$ cat src/rtl/hcs_pkg.sv
package hcs_pkg;
  localparam int CNT_W      = 12;
  localparam int DATA_W     = 12;
  localparam int ADDR_W     = 8;
  localparam int NUM_SIG    = 4;
  localparam int NUM_SEQ    = 4;
  localparam int NUM_REGION = 4;
  localparam int SEQ_W      = $clog2(NUM_SEQ);
  localparam int REG_W      = $clog2(NUM_REGION);

  localparam logic [ADDR_W-1:0] ADDR_LEN      = 8'h00;
  localparam logic [ADDR_W-1:0] ADDR_PTR_BASE = 8'h04;
  localparam logic [1:0]        SEQ_AREA      = 2'b01;

  typedef enum logic [1:0] {
    FLD_TA  = 2'd0,
    FLD_TB  = 2'd1,
    FLD_POL = 2'd2,
    FLD_NONE = 2'd3
  } fld_e;

  typedef struct packed {
    logic [CNT_W-1:0] t_a;
    logic [CNT_W-1:0] t_b;
    logic             pol;
  } seq_t;
endpackage

$ cat src/rtl/hcs_cfg_regs.sv
module hcs_cfg_regs
  import hcs_pkg::*;
(
  input  logic                                        clk_i,
  input  logic                                        rst_ni,
  input  logic                                        we_i,
  input  logic [ADDR_W-1:0]                           addr_i,
  input  logic [DATA_W-1:0]                           wdata_i,
  output logic [CNT_W-1:0]                            line_len_o,
  output logic [NUM_REGION-1:0][CNT_W-1:0]            bnd_o,
  output logic [NUM_REGION-1:0][NUM_SIG-1:0][SEQ_W-1:0] ptr_o,
  output logic [NUM_SIG-1:0]                          seq_we_o,
  output logic [SEQ_W-1:0]                            seq_idx_o,
  output fld_e                                        seq_fld_o
);
  localparam int PTR_BITS = NUM_SIG * SEQ_W;

  logic is_seq;
  assign is_seq    = (addr_i[7:6] == SEQ_AREA) && (addr_i[1:0] != FLD_NONE);
  assign seq_idx_o = addr_i[3:2];
  assign seq_fld_o = fld_e'(addr_i[1:0]);

  for (genvar s = 0; s < NUM_SIG; s++) begin : g_seq_we
    assign seq_we_o[s] = we_i && is_seq && (addr_i[5:4] == 2'(s));
  end

  always_ff @(posedge clk_i or negedge rst_ni) begin
    if (!rst_ni)                          line_len_o <= '1;
    else if (we_i && addr_i == ADDR_LEN)  line_len_o <= wdata_i[CNT_W-1:0];
  end

  assign bnd_o[0] = '0;
  for (genvar r = 1; r < NUM_REGION; r++) begin : g_bnd
    always_ff @(posedge clk_i or negedge rst_ni) begin
      if (!rst_ni)                              bnd_o[r] <= '1;
      else if (we_i && addr_i == ADDR_W'(r))    bnd_o[r] <= wdata_i[CNT_W-1:0];
    end
  end

  for (genvar r = 0; r < NUM_REGION; r++) begin : g_ptr
    always_ff @(posedge clk_i or negedge rst_ni) begin
      if (!rst_ni)
        ptr_o[r] <= '0;
      else if (we_i && addr_i == ADDR_PTR_BASE + ADDR_W'(r))
        ptr_o[r] <= wdata_i[PTR_BITS-1:0];
    end
  end
endmodule

$ cat src/rtl/hcs_line_timer.sv
module hcs_line_timer
  import hcs_pkg::*;
#(
  parameter int SYNC_EDGES = 6   // must be >= 3
) (
  input  logic                             clk_i,
  input  logic                             rst_ni,
  input  logic                             hd_i,
  input  logic [CNT_W-1:0]                 line_len_i,
  input  logic [NUM_REGION-1:0][CNT_W-1:0] bnd_i,
  output logic                             sync_o,
  output logic                             live_o,
  output logic [CNT_W-1:0]                 pos_nxt_o,
  output logic [REG_W-1:0]                 region_nxt_o,
  output logic [REG_W-1:0]                 region_o
);
  localparam int PIPE_W = SYNC_EDGES - 1;
  localparam logic [REG_W-1:0] LAST_REG = REG_W'(NUM_REGION - 1);

  logic              hd_q;
  logic [PIPE_W-1:0] pipe_q;
  logic [CNT_W-1:0]  cnt_q, cnt_inc;
  logic [REG_W-1:0]  region_q, region_up;
  logic              fall, running, adv;

  assign fall      = hd_q & ~hd_i;
  assign sync_o    = pipe_q[PIPE_W-1];
  assign running   = cnt_q < line_len_i;
  assign cnt_inc   = cnt_q + CNT_W'(1);
  assign region_up = region_q + REG_W'(1);

  assign pos_nxt_o = sync_o ? '0 : (running ? cnt_inc : cnt_q);
  assign live_o    = sync_o ? (line_len_i != '0) : (running && (cnt_inc < line_len_i));
  assign adv       = !sync_o && running && (region_q != LAST_REG) && (cnt_inc == bnd_i[region_up]);
  assign region_nxt_o = sync_o ? '0 : (adv ? region_up : region_q);
  assign region_o     = region_q;

  always_ff @(posedge clk_i or negedge rst_ni) begin
    if (!rst_ni) begin
      hd_q     <= 1'b1;
      pipe_q   <= '0;
      cnt_q    <= '1;
      region_q <= '0;
    end else begin
      hd_q     <= hd_i;
      pipe_q   <= {pipe_q[PIPE_W-2:0], fall};
      cnt_q    <= pos_nxt_o;
      region_q <= region_nxt_o;
    end
  end

  p_restart_r2: assert property (@(posedge clk_i) disable iff (!rst_ni)
    sync_o |=> (cnt_q == '0 && region_q == '0));

  p_cnt_step_r4: assert property (@(posedge clk_i) disable iff (!rst_ni)
    (!sync_o && running) |=> (cnt_q == CNT_W'($past(cnt_q) + 1)));

  p_cnt_hold_r5: assert property (@(posedge clk_i) disable iff (!rst_ni)
    (!sync_o && !running) |=> $stable(cnt_q));

  p_region_step_r6: assert property (@(posedge clk_i) disable iff (!rst_ni)
    (region_q != $past(region_q)) |->
      (region_q == REG_W'($past(region_q) + 1) || region_q == '0));
endmodule

$ cat src/rtl/hcs_pulse_chan.sv
module hcs_pulse_chan
  import hcs_pkg::*;
(
  input  logic              clk_i,
  input  logic              rst_ni,
  input  logic              seq_we_i,
  input  logic [SEQ_W-1:0]  seq_idx_i,
  input  fld_e              seq_fld_i,
  input  logic [DATA_W-1:0] wdata_i,
  input  logic [SEQ_W-1:0]  sel_i,
  input  logic              sync_i,
  input  logic              live_i,
  input  logic [CNT_W-1:0]  pos_i,
  output logic              pulse_o
);
  seq_t seq_q [NUM_SEQ];
  seq_t cur;
  logic hit;

  assign cur = seq_q[sel_i];
  // equal positions cancel
  assign hit = live_i && ((pos_i == cur.t_a) ^ (pos_i == cur.t_b));

  always_ff @(posedge clk_i or negedge rst_ni) begin
    if (!rst_ni) begin
      for (int i = 0; i < NUM_SEQ; i++) seq_q[i] <= '0;
    end else if (seq_we_i) begin
      case (seq_fld_i)
        FLD_TA:  seq_q[seq_idx_i].t_a <= wdata_i[CNT_W-1:0];
        FLD_TB:  seq_q[seq_idx_i].t_b <= wdata_i[CNT_W-1:0];
        FLD_POL: seq_q[seq_idx_i].pol <= wdata_i[0];
        default: ;
      endcase
    end
  end

  always_ff @(posedge clk_i or negedge rst_ni) begin
    if (!rst_ni)     pulse_o <= 1'b0;
    else if (sync_i) pulse_o <= cur.pol ^ hit;
    else if (hit)    pulse_o <= ~pulse_o;
  end

  p_dead_hold_r5: assert property (@(posedge clk_i) disable iff (!rst_ni)
    (!sync_i && !live_i) |=> $stable(pulse_o));

  p_no_pos_no_flip_r4: assert property (@(posedge clk_i) disable iff (!rst_ni)
    (!sync_i && pos_i != cur.t_a && pos_i != cur.t_b) |=> $stable(pulse_o));
endmodule

$ cat src/rtl/hline_pulse_seq.sv
module hline_pulse_seq
  import hcs_pkg::*;
#(
  parameter int SYNC_EDGES = 6
) (
  input  logic              clk_i,
  input  logic              rst_ni,
  input  logic              hd_i,
  input  logic              cfg_we_i,
  input  logic [ADDR_W-1:0] cfg_addr_i,
  input  logic [DATA_W-1:0] cfg_wdata_i,
  output logic              blank_o,
  output logic              ob_clamp_o,
  output logic              dummy_clamp_o,
  output logic              preblank_o,
  output logic [REG_W-1:0]  region_o
);
  logic [CNT_W-1:0]                             line_len;
  logic [NUM_REGION-1:0][CNT_W-1:0]             bnd;
  logic [NUM_REGION-1:0][NUM_SIG-1:0][SEQ_W-1:0] ptr;
  logic [NUM_SIG-1:0]                           seq_we;
  logic [SEQ_W-1:0]                             seq_idx;
  fld_e                                         seq_fld;
  logic                                         sync, live;
  logic [CNT_W-1:0]                             pos_nxt;
  logic [REG_W-1:0]                             region_nxt;
  logic [NUM_SIG-1:0]                           pulse;

  hcs_cfg_regs u_regs (
    .clk_i      (clk_i),
    .rst_ni     (rst_ni),
    .we_i       (cfg_we_i),
    .addr_i     (cfg_addr_i),
    .wdata_i    (cfg_wdata_i),
    .line_len_o (line_len),
    .bnd_o      (bnd),
    .ptr_o      (ptr),
    .seq_we_o   (seq_we),
    .seq_idx_o  (seq_idx),
    .seq_fld_o  (seq_fld)
  );

  hcs_line_timer #(.SYNC_EDGES(SYNC_EDGES)) u_timer (
    .clk_i        (clk_i),
    .rst_ni       (rst_ni),
    .hd_i         (hd_i),
    .line_len_i   (line_len),
    .bnd_i        (bnd),
    .sync_o       (sync),
    .live_o       (live),
    .pos_nxt_o    (pos_nxt),
    .region_nxt_o (region_nxt),
    .region_o     (region_o)
  );

  for (genvar s = 0; s < NUM_SIG; s++) begin : g_chan
    hcs_pulse_chan u_chan (
      .clk_i     (clk_i),
      .rst_ni    (rst_ni),
      .seq_we_i  (seq_we[s]),
      .seq_idx_i (seq_idx),
      .seq_fld_i (seq_fld),
      .wdata_i   (cfg_wdata_i),
      .sel_i     (ptr[region_nxt][s]),  // region being entered
      .sync_i    (sync),
      .live_i    (live),
      .pos_i     (pos_nxt),
      .pulse_o   (pulse[s])
    );
  end

  assign blank_o       = pulse[0];
  assign ob_clamp_o    = pulse[1];
  assign dummy_clamp_o = pulse[2];
  assign preblank_o    = pulse[3];

  p_region_zero_after_sync_r6: assert property (@(posedge clk_i) disable iff (!rst_ni)
    sync |=> (region_o == '0));
endmodule

$ cat config.mk
export PLATFORM = sky130hd
export DESIGN_NAME = hline_pulse_seq
export DESIGN_NICKNAME = d
export VERILOG_FILES = /design/src/rtl/hcs_pkg.sv /design/src/rtl/hcs_cfg_regs.sv /design/src/rtl/hcs_line_timer.sv /design/src/rtl/hcs_pulse_chan.sv /design/src/rtl/hline_pulse_seq.sv
export SDC_FILE = /design/constraint.sdc
export NUM_CORES = 1
export LEC_CHECK = 0
export ABC_AREA = 1
export BUFFER_PORTS_ARGS = -buffer_cell sky130_fd_sc_hd__buf_2
export CAP_MARGIN = 20
export CORE_MARGIN = 4
export CORE_UTILIZATION = 40
export CTS_CLUSTER_DIAMETER = 40
export DETAILED_ROUTE_END_ITERATION = 10
export PLACE_DENSITY = 0.62
export SKIP_LAST_GASP = 1
export SLEW_MARGIN = 20
export SYNTH_ARGS = -nofsm -noshare
export SYNTH_HDL_FRONTEND = slang
export SYNTH_HIERARCHICAL = 1
export SYNTH_SLANG_ARGS = --single-unit
$ cat constraint.sdc
create_clock -name clk_i -period 3.5 [get_ports clk_i]
set_input_delay 0.875 -clock clk_i [delete_from_list [all_inputs] [get_ports clk_i]]
set_output_delay 0.875 -clock clk_i [all_outputs]
set_load 0.03 [all_outputs]
==> flow_summary.yaml <==
outcome:
  status: "complete, but fails checks"
  failed_checks: "negative setup slack"
logic_synthesis:
  synthTopCellsByCount: "1,176 x nand2_1, 544 x o21ai_0, 455 x nand3_1"
  synthArstFlopShare: 1.00
  synth.yosys.seq_area_share: 0.465
  yosysTopAreaCellShare: 0.406
  yosys-top-cells-area: "dfrtp_1 41%, nand2_1 16%, o21ai_0 10%"
  ys.flop_type: "dfrtp_1"
  synth_edf_count: 0
  syn_inst: 3693
  synth_area_per_cell_um2: 7.39
  synth_warnings: 6
  synth_cell_types: 36
  netlist_area_um2: 27300
  synth_seq_cells: 504
  synth_most_common_cell: "nand2_1"
  synth_area_leader_cell: "dfrtp_1"
route:
  antenna_left: 0
  routedWlPerCell_um: 19.7
  drc: 0
  finalWirelength_um: 95900
  dr.pass1.iters: 6
  first_iter_violations: 2719
  vias_per_cell: 5.52
  detailroute.via_count: 26900
worst_setup_path:
  r2r-start: "u_timer/cnt_q[5]"
  reg2reg_depth: 33
  critPathLaunchType: "flip-flop"
  critPathArrivalTime_ns: 4.52
  critPathMaxStageDelay_ns: 0.57
  crit_start: "u_timer/cnt_q[5]"
  endpoint_kind: "flip-flop"
  critPathMaxFanout: 7
  r2r_end: "g_chan[1].u_chan/pulse_o"
  endpoint: "g_chan[1].u_chan/pulse_o"
  rrSetupSlack_ns: -0.50
  worstPathRequired_ns: 4.02
  worstSetupPathType: "flip-flop to flip-flop"
  cp_common_cell: "nand2_1"
  slowest_stage: "dfstp_2"
timing:
  rsz0062_at_grt: "yes"
  min_period_ns: 4.00
  relSlewSlack: 0.491
  final_max_slew_viol_count: 0
  final_hold_viol_count: 0
  setup_ws_ns: -0.500
  max_freq_ghz: 0.250
  setup_viol: 4
  worst_pin_slew_ns: 0.762
  timing.final.crit_share: 1.14
  finClkSkew_ns: 0.0194
clock_network:
  cts_hold_buf: 0
  clk_pin_slew_worst_paths_ns: 0.05
  cts_buffer_depth: 3
  h-tree-depth: 3
  tritoncts: "built"
  cts_buffers: 89
  clock-sinks: 504
  cts-root-buf: "clkbuf_16"
  clock_latency_ns: 0.63
global_route:
  track_usage: 0.257
  grt_pass1_vias: 26000
  grt_antenna_before_repair: 1
  grt_pass1_wl_um: 149000
  grt_max_degree: 67
  gr-total-overflow: 0
layout:
  drive_gt1_frac: 0.200
  syn_to_final_growth_pct: 27.7
  num_antenna_cells: 0
  instances_no_fill: 4874
  final_util: 0.517
  final_nets: 3986
die:
  num_rows: 95
  ios: 30
  fp.dieW_um: 269
  start_util: 0.405
  fp.dieH_um: 269
  core_area_um2: 67400
  die-area_um2: 72400
place:
  hpwl_um: 60300
  placed_cells: 4651
  gp_congestion: 0.878
  port_buffers: 29
flow_run:
  cap_violations: 0
pwr:
  p_leak_nw: 17.2
  fin_total_pwr_mw: 25.2
  peakVddDrop_mv: 0.506
  powerDensity_nw_per_um2: 725
worst_hold_path:
  hp-class: "input port to asynchronous set/reset pin"
area by class of cell:
cell class	instances	area (µm²)
fill	6305	32600
multi-input combinational	2597	12900
sequential	504	12700
timing repair buffer	333	3400
clock buffer	106	2400
inverter	401	1560
tap	873	1090
clock inverter	60	778
cell families (layout without fill, tap and decap cells):
kind of cell	count (synthesis)	in the layout	share of synthesized area
DFF	504	504	0.465
adders and majority gates	36	36	0.0165
AOI/OAI and AO/OA	760	760	0.147
and+or+nand+nor	1784	1784	0.274
other	1	12	0.000137
xor gates and xnor gates	5	5	0.00161
buffers and inverters	603	900	0.0961
worst min-delay path by stage:
stage / endpoint / slack, ns / cells after the start
after global routing: asynchronous set/reset pin / 0.22 / 1
after CTS: asynchronous set/reset pin / 0.22 / 1
after detailed placement: u_timer/pipe_q[4] / 0.34 / 0
after floorplan: u_timer/pipe_q[1] / 0.33 / 0
final: asynchronous set/reset pin / 0.20 / 1
after global placement: u_timer/pipe_q[4] / 0.34 / 0
through the flow:
step | setup TNS, ns | hold slack [ns] | cell area, µm² | setup WS, ns
final | -1.86 | 0.200 | 34800 | -0.500
after global routing | -2.98 | 0.223 | 34800 | -0.774
after CTS | -1.56 | 0.220 | 34400 | -0.424
after detailed placement | -3.30 | 0.339 | 29800 | -0.891
after global placement | -2.78 | 0.335 | 29800 | -0.755
after floorplan | -0.538 | 0.331 | 27400 | -0.137
critical path: cells and delay by family (launching register included):
kind / cells / cell delay (ns)
buffers and inverters: 6 / 0.68
flip-flops: 1 / 0.57
AND/OR/NAND/NOR: 27 / 2.63
metal layers:
metal	up-vias	part of all wire	GRT usage	wire length, µm
li1	12600	-	-	-
met1	12800	0.42	0.347	40200
met2	1240	0.45	0.402	43100
met3	290	0.086	0.0547	8270
met4	0	0.045	0.107	4320
met5	-	0	0	0
power breakdown:
group	switching (mW)	leakage (nW)	internal, mW
logic	5.71	9.42	3.33
registers	0.438	6.27	6.56
clock network	3.26	1.53	5.93
total	9.41	17.2	15.8
cells in the final DEF (no fill, tap or decap), drive strengths merged, types with 4 or more instances in the layout:
| cell type | count |
|---|---|
| nand2 | 1183 |
| o21ai | 570 |
| nand3 | 461 |
| dfrtp | 443 |
| inv | 414 |
| buf | 329 |
| o22ai | 144 |
| nor2 | 119 |
| clkbuf | 110 |
| dfstp | 61 |
| a21oi | 38 |
| ha | 36 |
| clkinv | 22 |
| bufinv | 13 |
| clkinvlp | 12 |
| conb | 12 |
| nand4 | 8 |
| nor3 | 5 |
| xor2 | 5 |
| nand3b | 4 |
repair_timing:
action	in CTS	in global routing
buffers inserted	40	1
gates cloned	13	4
gates resized for setup	195	84
pin swaps	113	58
endpoints found under the setup margin	4	4
Power figures use the tool's default switching activity.
